**src/rtl/c2h_route_pkg.sv**
```systemverilog
package c2h_route_pkg;

  // Mode code is {descriptor bypass bit, prefetch bypass bit}.
  typedef enum logic [1:0] {
    MODE_INTERNAL   = 2'b00,
    MODE_ILLEGAL    = 2'b01,
    MODE_CACHE_BYP  = 2'b10,
    MODE_SIMPLE_BYP = 2'b11
  } qmode_t;

  function automatic qmode_t mode_of(input logic desc_byp, input logic pfch_byp);
    return qmode_t'({desc_byp, pfch_byp});
  endfunction

endpackage

```
**src/rtl/c2h_ctx_table.sv**
```systemverilog
module c2h_ctx_table #(
  parameter int NUM_Q = 8,
  localparam int QID_W = (NUM_Q > 1) ? $clog2(NUM_Q) : 1
) (
  input  logic             clk,
  input  logic             rst_n,
  input  logic             wr_en,
  input  logic [QID_W-1:0] wr_qid,
  input  logic             wr_desc_byp,
  input  logic             wr_pfch_byp,
  output logic [NUM_Q-1:0] desc_byp_q,
  output logic [NUM_Q-1:0] pfch_byp_q
);

  for (genvar q = 0; q < NUM_Q; q++) begin : g_entry
    logic hit;
    logic desc_d, pfch_d;

    always_comb begin
      hit    = wr_en && (wr_qid == QID_W'(q));
      desc_d = hit ? wr_desc_byp : desc_byp_q[q];
      pfch_d = hit ? wr_pfch_byp : pfch_byp_q[q];
    end

    always_ff @(posedge clk or negedge rst_n) begin
      if (!rst_n) begin
        desc_byp_q[q] <= 1'b0;
        pfch_byp_q[q] <= 1'b0;
      end else if (hit) begin
        desc_byp_q[q] <= desc_d;
        pfch_byp_q[q] <= pfch_d;
      end
    end
  end

endmodule

```
**src/rtl/c2h_fetch_steer.sv**
```systemverilog
module c2h_fetch_steer
  import c2h_route_pkg::*;
#(
  parameter int NUM_Q  = 8,
  parameter int DESC_W = 64,
  localparam int QID_W = (NUM_Q > 1) ? $clog2(NUM_Q) : 1
) (
  input  logic              clk,
  input  logic              rst_n,
  input  logic [NUM_Q-1:0]  desc_byp_vec,
  input  logic [NUM_Q-1:0]  pfch_byp_vec,
  input  logic              in_valid,
  input  logic [QID_W-1:0]  in_qid,
  input  logic [DESC_W-1:0] in_desc,
  output logic              pf_valid,
  output logic              out_valid,
  output logic              drop_err,
  output logic [QID_W-1:0]  qid_q,
  output logic [DESC_W-1:0] desc_q
);

  qmode_t mode;
  logic   pf_d, out_d, err_d;

  always_comb begin
    mode  = mode_of(desc_byp_vec[in_qid], pfch_byp_vec[in_qid]);
    pf_d  = 1'b0;
    out_d = 1'b0;
    err_d = 1'b0;
    if (in_valid) begin
      unique case (mode)
        MODE_INTERNAL:                  pf_d  = 1'b1;
        MODE_CACHE_BYP, MODE_SIMPLE_BYP: out_d = 1'b1;
        default:                        err_d = 1'b1;
      endcase
    end
  end

  always_ff @(posedge clk or negedge rst_n) begin
    if (!rst_n) begin
      pf_valid  <= 1'b0;
      out_valid <= 1'b0;
      drop_err  <= 1'b0;
    end else begin
      pf_valid  <= pf_d;
      out_valid <= out_d;
      drop_err  <= err_d;
    end
  end

  always_ff @(posedge clk or negedge rst_n) begin
    if (!rst_n) begin
      qid_q  <= '0;
      desc_q <= '0;
    end else if (in_valid) begin
      qid_q  <= in_qid;
      desc_q <= in_desc;
    end
  end

endmodule

```
**src/rtl/c2h_bypin_steer.sv**
```systemverilog
module c2h_bypin_steer
  import c2h_route_pkg::*;
#(
  parameter int NUM_Q  = 8,
  parameter int DESC_W = 64,
  localparam int QID_W = (NUM_Q > 1) ? $clog2(NUM_Q) : 1
) (
  input  logic              clk,
  input  logic              rst_n,
  input  logic [NUM_Q-1:0]  desc_byp_vec,
  input  logic [NUM_Q-1:0]  pfch_byp_vec,
  input  logic              in_valid,
  input  logic [QID_W-1:0]  in_qid,
  input  logic [DESC_W-1:0] in_desc,
  output logic              pf_valid,
  output logic              pf_cache,
  output logic              drop_err,
  output logic [QID_W-1:0]  qid_q,
  output logic [DESC_W-1:0] desc_q
);

  qmode_t mode;
  logic   pf_d, cache_d, err_d;

  always_comb begin
    mode    = mode_of(desc_byp_vec[in_qid], pfch_byp_vec[in_qid]);
    pf_d    = 1'b0;
    cache_d = pf_cache;
    err_d   = 1'b0;
    if (in_valid) begin
      unique case (mode)
        MODE_SIMPLE_BYP: begin pf_d = 1'b1; cache_d = 1'b0; end
        MODE_CACHE_BYP:  begin pf_d = 1'b1; cache_d = 1'b1; end
        default:         err_d = 1'b1;
      endcase
    end
  end

  always_ff @(posedge clk or negedge rst_n) begin
    if (!rst_n) begin
      pf_valid <= 1'b0;
      drop_err <= 1'b0;
    end else begin
      pf_valid <= pf_d;
      drop_err <= err_d;
    end
  end

  always_ff @(posedge clk or negedge rst_n) begin
    if (!rst_n) begin
      pf_cache <= 1'b0;
      qid_q    <= '0;
      desc_q   <= '0;
    end else if (in_valid) begin
      pf_cache <= cache_d;
      qid_q    <= in_qid;
      desc_q   <= in_desc;
    end
  end

endmodule

```
**src/rtl/c2h_credit_gate.sv**
```systemverilog
module c2h_credit_gate
  import c2h_route_pkg::*;
#(
  parameter int NUM_Q  = 8,
  parameter int CRED_W = 16,
  localparam int QID_W = (NUM_Q > 1) ? $clog2(NUM_Q) : 1
) (
  input  logic              clk,
  input  logic              rst_n,
  input  logic [NUM_Q-1:0]  desc_byp_vec,
  input  logic [NUM_Q-1:0]  pfch_byp_vec,
  input  logic              in_valid,
  input  logic [QID_W-1:0]  in_qid,
  input  logic [CRED_W-1:0] in_count,
  output logic              out_valid,
  output logic [QID_W-1:0]  out_qid,
  output logic [CRED_W-1:0] out_count,
  output logic [NUM_Q-1:0]  rej_err
);

  logic             accept;
  logic             acc_d;
  logic [NUM_Q-1:0] rej_d;

  always_comb begin
    accept = (mode_of(desc_byp_vec[in_qid], pfch_byp_vec[in_qid]) == MODE_SIMPLE_BYP);
    acc_d  = in_valid && accept;
    rej_d  = '0;
    if (in_valid && !accept) rej_d[in_qid] = 1'b1;
  end

  always_ff @(posedge clk or negedge rst_n) begin
    if (!rst_n) begin
      out_valid <= 1'b0;
      rej_err   <= '0;
    end else begin
      out_valid <= acc_d;
      rej_err   <= rej_d;
    end
  end

  always_ff @(posedge clk or negedge rst_n) begin
    if (!rst_n) begin
      out_qid   <= '0;
      out_count <= '0;
    end else if (acc_d) begin
      out_qid   <= in_qid;
      out_count <= in_count;
    end
  end

endmodule

```
**src/rtl/c2h_desc_mode_router.sv**
```systemverilog
module c2h_desc_mode_router #(
  parameter int NUM_Q  = 8,
  parameter int DESC_W = 64,
  parameter int CRED_W = 16,
  localparam int QID_W = (NUM_Q > 1) ? $clog2(NUM_Q) : 1
) (
  input  logic              clk,
  input  logic              rst_n,
  input  logic              ctx_wr_en,
  input  logic [QID_W-1:0]  ctx_wr_qid,
  input  logic              ctx_wr_desc_byp,
  input  logic              ctx_wr_pfch_byp,
  input  logic              fetch_valid,
  input  logic [QID_W-1:0]  fetch_qid,
  input  logic [DESC_W-1:0] fetch_desc,
  input  logic              bypin_valid,
  input  logic [QID_W-1:0]  bypin_qid,
  input  logic [DESC_W-1:0] bypin_desc,
  input  logic              ucred_valid,
  input  logic [QID_W-1:0]  ucred_qid,
  input  logic [CRED_W-1:0] ucred_count,
  output logic              pf_int_valid,
  output logic [QID_W-1:0]  pf_int_qid,
  output logic [DESC_W-1:0] pf_int_desc,
  output logic              bypout_valid,
  output logic [QID_W-1:0]  bypout_qid,
  output logic [DESC_W-1:0] bypout_desc,
  output logic              pf_byp_valid,
  output logic [QID_W-1:0]  pf_byp_qid,
  output logic [DESC_W-1:0] pf_byp_desc,
  output logic              pf_byp_cache,
  output logic              fetch_drop_err,
  output logic              bypin_drop_err,
  output logic              cred_valid,
  output logic [QID_W-1:0]  cred_qid,
  output logic [CRED_W-1:0] cred_count,
  output logic [NUM_Q-1:0]  cred_rej_err,
  output logic [NUM_Q-1:0]  pf_self_credit
);

  logic [NUM_Q-1:0]  desc_byp_vec;
  logic [NUM_Q-1:0]  pfch_byp_vec;
  logic [QID_W-1:0]  f_qid;
  logic [DESC_W-1:0] f_desc;

  c2h_ctx_table #(.NUM_Q(NUM_Q)) ctx_i (
    .clk         (clk),
    .rst_n       (rst_n),
    .wr_en       (ctx_wr_en),
    .wr_qid      (ctx_wr_qid),
    .wr_desc_byp (ctx_wr_desc_byp),
    .wr_pfch_byp (ctx_wr_pfch_byp),
    .desc_byp_q  (desc_byp_vec),
    .pfch_byp_q  (pfch_byp_vec)
  );

  c2h_fetch_steer #(.NUM_Q(NUM_Q), .DESC_W(DESC_W)) fetch_i (
    .clk          (clk),
    .rst_n        (rst_n),
    .desc_byp_vec (desc_byp_vec),
    .pfch_byp_vec (pfch_byp_vec),
    .in_valid     (fetch_valid),
    .in_qid       (fetch_qid),
    .in_desc      (fetch_desc),
    .pf_valid     (pf_int_valid),
    .out_valid    (bypout_valid),
    .drop_err     (fetch_drop_err),
    .qid_q        (f_qid),
    .desc_q       (f_desc)
  );

  assign pf_int_qid  = f_qid;
  assign pf_int_desc = f_desc;
  assign bypout_qid  = f_qid;
  assign bypout_desc = f_desc;

  c2h_bypin_steer #(.NUM_Q(NUM_Q), .DESC_W(DESC_W)) bypin_i (
    .clk          (clk),
    .rst_n        (rst_n),
    .desc_byp_vec (desc_byp_vec),
    .pfch_byp_vec (pfch_byp_vec),
    .in_valid     (bypin_valid),
    .in_qid       (bypin_qid),
    .in_desc      (bypin_desc),
    .pf_valid     (pf_byp_valid),
    .pf_cache     (pf_byp_cache),
    .drop_err     (bypin_drop_err),
    .qid_q        (pf_byp_qid),
    .desc_q       (pf_byp_desc)
  );

  c2h_credit_gate #(.NUM_Q(NUM_Q), .CRED_W(CRED_W)) cred_i (
    .clk          (clk),
    .rst_n        (rst_n),
    .desc_byp_vec (desc_byp_vec),
    .pfch_byp_vec (pfch_byp_vec),
    .in_valid     (ucred_valid),
    .in_qid       (ucred_qid),
    .in_count     (ucred_count),
    .out_valid    (cred_valid),
    .out_qid      (cred_qid),
    .out_count    (cred_count),
    .rej_err      (cred_rej_err)
  );

  assign pf_self_credit = ~pfch_byp_vec;

endmodule

```
**config.mk**
```make
export PLATFORM = sky130hd
export DESIGN_NAME = c2h_desc_mode_router
export DESIGN_NICKNAME = d
export VERILOG_FILES = /design/src/rtl/c2h_route_pkg.sv /design/src/rtl/c2h_ctx_table.sv /design/src/rtl/c2h_fetch_steer.sv /design/src/rtl/c2h_bypin_steer.sv /design/src/rtl/c2h_credit_gate.sv /design/src/rtl/c2h_desc_mode_router.sv
export SDC_FILE = /design/constraint.sdc
export NUM_CORES = 1
export LEC_CHECK = 0
export ABC_AREA = 1
export CAP_MARGIN = 10
export CORE_AREA = 2 2 158 160
export DETAILED_ROUTE_END_ITERATION = 10
export DIE_AREA = 0 0 160 162
export PLACE_DENSITY_LB_ADDON = 0.05
export SLEW_MARGIN = 20
export SYNTH_ARGS = -nofsm -noshare
export SYNTH_HDL_FRONTEND = slang
export SYNTH_SLANG_ARGS = --single-unit
```
**constraint.sdc**
```tcl
create_clock -name clk -period 1.6 [get_ports clk]
set_input_delay 0.32 -clock clk [delete_from_list [all_inputs] [get_ports clk]]
set_output_delay 0.32 -clock clk [all_outputs]
set_load 0.01 [all_outputs]
```
==> results of run 1 <==
## cell usage after synthesis
cell	instances
inv_4	1
clkbuf_4	1
nor2_1	11
dfrtp_1	184
nand3_1	11
nand4_1	23
nor3_1	1
clkbuf_1	25
clkbuf_8	1
a21oi_1	7
bufinv_8	1
nor2_2	10
nand2_8	2
nand2_2	3
buf_6	5
nor2_4	1
o21ai_1	3
buf_2	3
nand3_2	1
buf_12	1
inv_2	4
o211ai_1	8
o21ai_0	30
buf_4	69
inv_1	26
buf_1	4
nand2_1	502
## metal layers
metal / global-route usage (%) / part of all wire, % / vias up
met2: 36.86 / 50 / 266
met5: 0 / 0 / -
met3: 7.201 / 7.9 / 45
li1: - / - / 3600
met4: 8.722 / 2.9 / 0
met1: 24.25 / 39 / 3338
## stage by stage
step	area (sq um)	total power, W	hold slack [ns]
after floorplan	8013	0.007269	0.02441
after global placement	12210	0.009705	0.2871
after detailed placement	12210	0.009736	0.2844
after CTS	12640	0.01376	0.2697
after global routing	12700	0.01431	0.3172
final	12700	0.01361	0.2753
## final timing paths
kind,cells after the start,startpoint,to,slack (ns)
worst max-delay path,2,fetch_i.desc_q[15],pf_int_desc[15],0.04
worst min-delay path,3,fetch_valid,fetch_i.out_valid,0.28
worst max register to register,10,ctx_i.desc_byp_q[5],cred_i.out_qid[2],0.23
worst min register to register,2,bypin_i.desc_q[5],bypin_i.desc_q[5],0.46
max in group asynchronous,3,rst_n,fetch_i.desc_q[4],0.70
min in group asynchronous,2,rst_n,ctx_i.desc_byp_q[1],0.38
## worst min-delay path: cells and delay by family
| family | cells | cell delay [ns] |
|---|---|---|
| buf+inv | 2 | 0.23 |
| simple gates | 1 | 0.11 |
## sequential cells by signal (all words and copies together) (netlist names)
signal / flops
bypin_i.desc_q: 64
bypin_i.drop_err: 1
bypin_i.pf_cache: 1
bypin_i.pf_valid: 1
bypin_i.qid_q: 3
cred_i.out_count: 16
cred_i.out_qid: 3
cred_i.out_valid: 1
cred_i.rej_err: 8
ctx_i.desc_byp_q: 8
ctx_i.pfch_byp_q: 8
fetch_i.desc_q: 64
fetch_i.drop_err: 1
fetch_i.out_valid: 1
fetch_i.pf_valid: 1
fetch_i.qid_q: 3
## area by class of cell
class | count | area [sq um]
Fill cell | 2451 | 11400
Antenna cell | 3 | 7.507
Multi-Input combinational cell | 613 | 2532
Tap cell | 324 | 405.4
Clock buffer | 18 | 429.2
Sequential cell | 184 | 4606
Clock inverter | 12 | 188.9
Inverter | 32 | 136.4
Timing Repair Buffer | 470 | 4399
## power groups by stage
stage,Clock [W],Sequential [W],Combinational (W)
finish,0.00450,0.00575,0.00335
global route,0.00479,0.00584,0.00368
CTS,0.00461,0.00576,0.00339
detailed placement,0,0.00588,0.00386
global placement,0,0.00588,0.00382
floorplan,0,0.00603,0.00124
## repair_timing
| item | 4_1_cts | 5_1_grt |
|---|---|---|
| setup buffers | 12 | 9 |
| endpoints found under the setup margin | 243 | 28 |
| hold buffers | 1 | 0 |
| gates resized for setup | 255 | 10 |
| endpoints found under the hold margin | 30 | 0 |
## cells by family after synthesis
group,Yosys count,synth area share [%]
flops,184,57.46
buf+inv,141,10.93
compound gates,48,3.248
simple gates,565,28.36
==> metrics.md, run 1 <==
| Metric | Value |
|---|---|
| Largest cells by area after synthesis | dfrtp_1 57%, nand2_1 24%, buf_4 6.5% |
| Crit path max-delay family | flip-flops |
| Clk buf depth | 2 |
| Vias in the first global route | 7106 |
| Critical-path cell list | buf_4 > clkdlybuf4s15_1 |
| Register area share after synthesis | roughly 57% |
| P_sw | 0.004049 W |
| Setup TNS | 0 ns |
| Static Leakage | 6.814 nW |
| Final Cycle Share | 97.66% |
| Clock network fraction of design power | 33.1% |
| 1st-iter DRT viols | 424 |
| Grt total ovfl | 0 |
| Chip width | 160 microns |
| Crit path DAT | 1.24 ns |
| P_int | about 0.0096 W |
| Final setup skew | 0.01192 ns |
| Final core occ | a little over half |
| Commonest non-fill, non-tap cell in the layout | nand2_1 |
| Nets | 1482 |
| Power Density | 1071 mW/mm^2 |
| Area fraction of the dominant cell type after synthesis | 57.46% |
| Tot GR Track Use | 21.29% |
| Sequential power share | 42.3% |
| DRC | 0 |
| Minimum clock period | between 1.5 and 2 ns |
| I/O Buffers | about 410 |
| Mapped Area | about 0.008 sq mm |
| Placeable Area | roughly 0.024 sq mm |
| Drt first pass iters | 4 |
| Peak Freq | 640.0 MHz |
| Crit Path Max Fanout | 2 |
| Die Height | roughly 160 microns |
| Status | complete, no violations |
| Syn. warnings | 0 |
| Layout cells sized above 1 | about a tenth |
| First-pass GRT wire length | ~42 mm |
| Via Count | 7249 |
| Setup crit start kind | flop |
| Initial antenna violation count | 3 |
| P&R area growth vs syn | 58.56% |
| # IOs | 407 |
| Worst vdd ir | 700.0 uV |
| DRT Wirelength | 27.81 mm |
| Number of setup violations in the final report | 0 |
| Min-delay worst type | primary input to flop |
| H-tree Lvls | 4 |
| Die area | 0.02592 sq mm |
| Logic pwr share | between 20% and 30% |
| Avg Synthesized Cell Area | between 8 and 9 sq um |
| Synth area leader | dfrtp_1 |
| Worst path required time | 1.28 ns |
| Least-Margin Pin Slew | 0.3888 ns |
| Crit. End Element | primary output |
| Final count of pins violating max slew | 0 |
| Crit-path max cell delay | 0.42 ns |
| CTS sink count | approximately 180 |
| Largest net degree at the start of global routing | 67 |
| Relative slew slack | 74.08% |
| CTS tree | done |
| Root buf cell | clkbuf_16 |
| GPL Wtd Cong | about 0.8 |
| CP bufs+invs | 2 |
| Clock-pin slew on the worst setup and hold paths | 0.06 ns |
| Post-place setup slack | -0.3373 ns |
| Crit path kind | flop to primary output |
| Clk_lat worst skew | 0.43 ns |
| Post-route ant nets | 0 |
| Distinct cells, synth | 27 |
| Row Count | 57 |
| Worst Setup Slack, final | roughly 0.037 ns |
| Placed insts | 1601 |
| Critical path's slowest cell | dfrtp_1 |
| Sw frac | 29.76% |
| Commonest non-fill, non-tap cells in the layout | 502 x nand2_1, 233 x dlygate4sd2_1, 183 x dfrtp_1 |
| Average wire per standard cell | ~17 microns |
| Initial core utilization | 33.24% |
| Post-Syn Nets | 1102 |
| FF+latch count, synth | 184 |
| Final Hold Fails | 0 |
| Post-synthesis cell count | 938 |
| Non-Filler Instances | 1656 |
| Total CTS buffers | 17 |
| HPWL after DPL | roughly 21 mm |
| Vias per inst | between 4 and 5 |
| Max-cap violations | 0 |
(Power assumes the default switching activity.)
==> inputs of run 2 (changes only) <==
- PLACE_DENSITY: unset -> 0.74
- PLACE_DENSITY_LB_ADDON: 0.05 -> unset
==> run 2 against run 1 <==
Non-clock buffer count decreased by 7. Hold slack improved by 0.0071 ns. Maximum frequency increased by 0.15%. Critical path depth unchanged. Highest routed layer unchanged. Combinational power about the same. Die area unchanged. Utilization decreased by 0.36 points. Critical path type unchanged.
==> metrics.md, run 2 (same netlist as run 1, synthesis figures left out) <==
| Metric | Value |
|---|---|
| HPWL after DPL | 19.70 mm (was 21.12 mm) |
| Final core occ | 52.34% (was 52.70%) |
| Via Count | 7376 (was 7249) |
| Number of setup violations in the final report | 0 (unchanged) |
| Clock-pin slew on the worst setup and hold paths | 0.08 ns (was 0.06 ns) |
| Crit Path Max Fanout | 2 (unchanged) |
| Max-cap violations | 0 (unchanged) |
| Chip width | 160 microns (unchanged) |
| DRC | 0 (unchanged) |
| Hold Path Sink | bypin_i.desc_q[16] (was fetch_i.out_valid) |
| I/O Buffers | 406 (unchanged) |
| Placeable Area | 0.02411 sq mm (unchanged) |
| Worst R2R Path Depth | 11 (was 10) |
| FF-to-FF Start | ctx_i.pfch_byp_q[5] (was ctx_i.desc_byp_q[5]) |
| Commonest non-fill, non-tap cells in the layout | 502 x nand2_1, 229 x dlygate4sd2_1, 184 x dfrtp_1 (was 502 x nand2_1, 233 x dlygate4sd2_1, 183 x dfrtp_1) |
| Initial antenna violation count | 0 (was 3) |
| Die Height | 162 microns (unchanged) |
| Relative slew slack | 76.28% (was 74.08%) |
| Hold Startpoint | bypin_valid (was fetch_valid) |
| Commonest non-fill, non-tap cell in the layout | nand2_1 (unchanged) |
| Crit. End Element | primary output (unchanged) |
| # IOs | 407 (unchanged) |
| Minimum clock period | 1.560 ns (was 1.563 ns) |
| Root buf cell | clkbuf_16 (unchanged) |
| Die area | 0.02592 sq mm (unchanged) |
| Least-Margin Pin Slew | 0.3553 ns (was 0.3888 ns) |
| GPL Wtd Cong | 0.8502 (was 0.8136) |
| H-tree Lvls | 4 (unchanged) |
| CTS sink count | 184 (unchanged) |
| Largest net degree at the start of global routing | 72 (was 67) |
| Final Hold Fails | 0 (unchanged) |
| Final setup skew | 0.01661 ns (was 0.01192 ns) |
| Layout cells sized above 1 | 8.837% (was 9.481%) |
| Vias per inst | 4.476 (was 4.377) |
| Peak Freq | 640.9 MHz (was 640.0 MHz) |
| Final Cycle Share | 97.51% (was 97.66%) |
| 1st-iter DRT viols | 505 (was 424) |
| Average wire per standard cell | 16.19 microns (was 16.79 microns) |
| Setup crit start kind | flop (unchanged) |
| DRT Wirelength | 26.68 mm (was 27.81 mm) |
| First-pass GRT wire length | 40.73 mm (was 41.98 mm) |
| Total CTS buffers | 17 (unchanged) |
| Power Density | 1065 mW/mm^2 (was 1071 mW/mm^2) |
| Inserted Diodes | 0 (was 3) |
| Placed insts | 1593 (was 1601) |
| Largest registers | bypin_i.desc_q: 64 flops, fetch_i.desc_q: 64 flops, cred_i.out_count: 16 flops (unchanged) |
| Clk buf depth | 2 (unchanged) |
| R2R setup slack | 0.14 ns (was 0.23 ns) |
| CTS tree | done (unchanged) |
| Min-delay worst type | primary input to flop (unchanged) |
| Worst hold stages | 3 (unchanged) |
| Non-Filler Instances | 1648 (was 1656) |
| Status | complete, no violations (unchanged) |
| Clk_lat worst skew | 0.43 ns (about the same) |
| Post-route ant nets | 0 (unchanged) |
| Crit path kind | flop to primary output (unchanged) |
| Vias in the first global route | 7242 (was 7106) |
| Crit path DAT | 1.24 ns (about the same) |
| Initial core utilization | 33.24% (unchanged) |
| Worst vdd ir | 498.1 uV (was 700.0 uV) |
| Tot GR Track Use | 20.15% (was 21.29%) |
| Grt total ovfl | 0 (unchanged) |
| Final count of pins violating max slew | 0 (unchanged) |
| P&R area growth vs syn | 57.46% (was 58.56%) |
| Worst path required time | 1.28 ns (about the same) |
| Setup TNS | 0 ns (unchanged) |
| Nets | 1475 (was 1482) |
| Drt first pass iters | 5 (was 4) |
| Row Count | 57 (unchanged) |
| Static Leakage | 6.760 nW (was 6.814 nW) |
| Reg-to-Reg End | cred_i.out_count[15] (was cred_i.out_qid[2]) |
run 2: repair_timing:
item	CTS	global route
endpoints found under the setup margin	243	25
setup buffers	16	6
resized for setup	258	6
hold buffers	1	0
pin swaps	0	1
endpoints found under the hold margin	27	0
run 2: area by class of cell:
| cell class | instances | area, sq um |
|---|---|---|
| Clock inverter | 13 | 156.4 |
| Sequential cell | 184 | 4604 |
| Timing Repair Buffer | 463 | 4329 |
| Tap cell | 324 | 405.4 |
| Fill cell | 2319 | 11490 |
| Clock buffer | 19 | 452.9 |
| Multi-Input combinational cell | 613 | 2532 |
| Inverter | 32 | 136.4 |
run 2: routing by layer:
layer  vias up  global-route usage, %  routed length, microns
met5         -                      0                       0
met4         0                  6.061                     471
met3        26                  6.129                    2060
met2       304                  35.26                   13380
met1      3467                  23.97                   10770
li1       3579                      -                       -
run 2: worst max-delay path by stage:
stage / from / to
CTS: ctx_i.pfch_byp_q[3] / pf_self_credit[3]
global route: fetch_i.desc_q[62] / bypout_desc[62]
finish: fetch_i.desc_q[41] / bypout_desc[41]
global placement: ucred_qid[1] / cred_i.out_qid[0]
floorplan: ucred_qid[2] / cred_i.rej_err[6]
detailed placement: ucred_qid[1] / cred_i.out_count[7]
run 2: report_power, final:
group          leakage [nW]  total [W]  internal [W]  switching, W
Clock                 0.296    0.00434       0.00231       0.00203
Sequential             2.27    0.00575       0.00530      0.000450
Combinational          4.19    0.00336       0.00162       0.00174
run 2: worst max-delay path, stage by stage, from the launching register on:
cell and delay, ns:
dfrtp_1 0.38, buf_4 0.15, dlygate4sd2_1 0.28
run 2: metrics by stage:
| step | cell area, sq um | hold slack [ns] | setup WS, ns | total power [W] |
|---|---|---|---|---|
| after floorplan | 8013 | 0.02441 | 0.2603 | 0.007269 |
| after global placement | 12120 | 0.2635 | -0.3040 | 0.009626 |
| after detailed placement | 12120 | 0.2618 | -0.3711 | 0.009674 |
| after CTS | 12570 | 0.2768 | 0.001985 | 0.01356 |
| after global routing | 12620 | 0.2973 | -0.0002067 | 0.01411 |
| final | 12620 | 0.2824 | 0.03978 | 0.01344 |
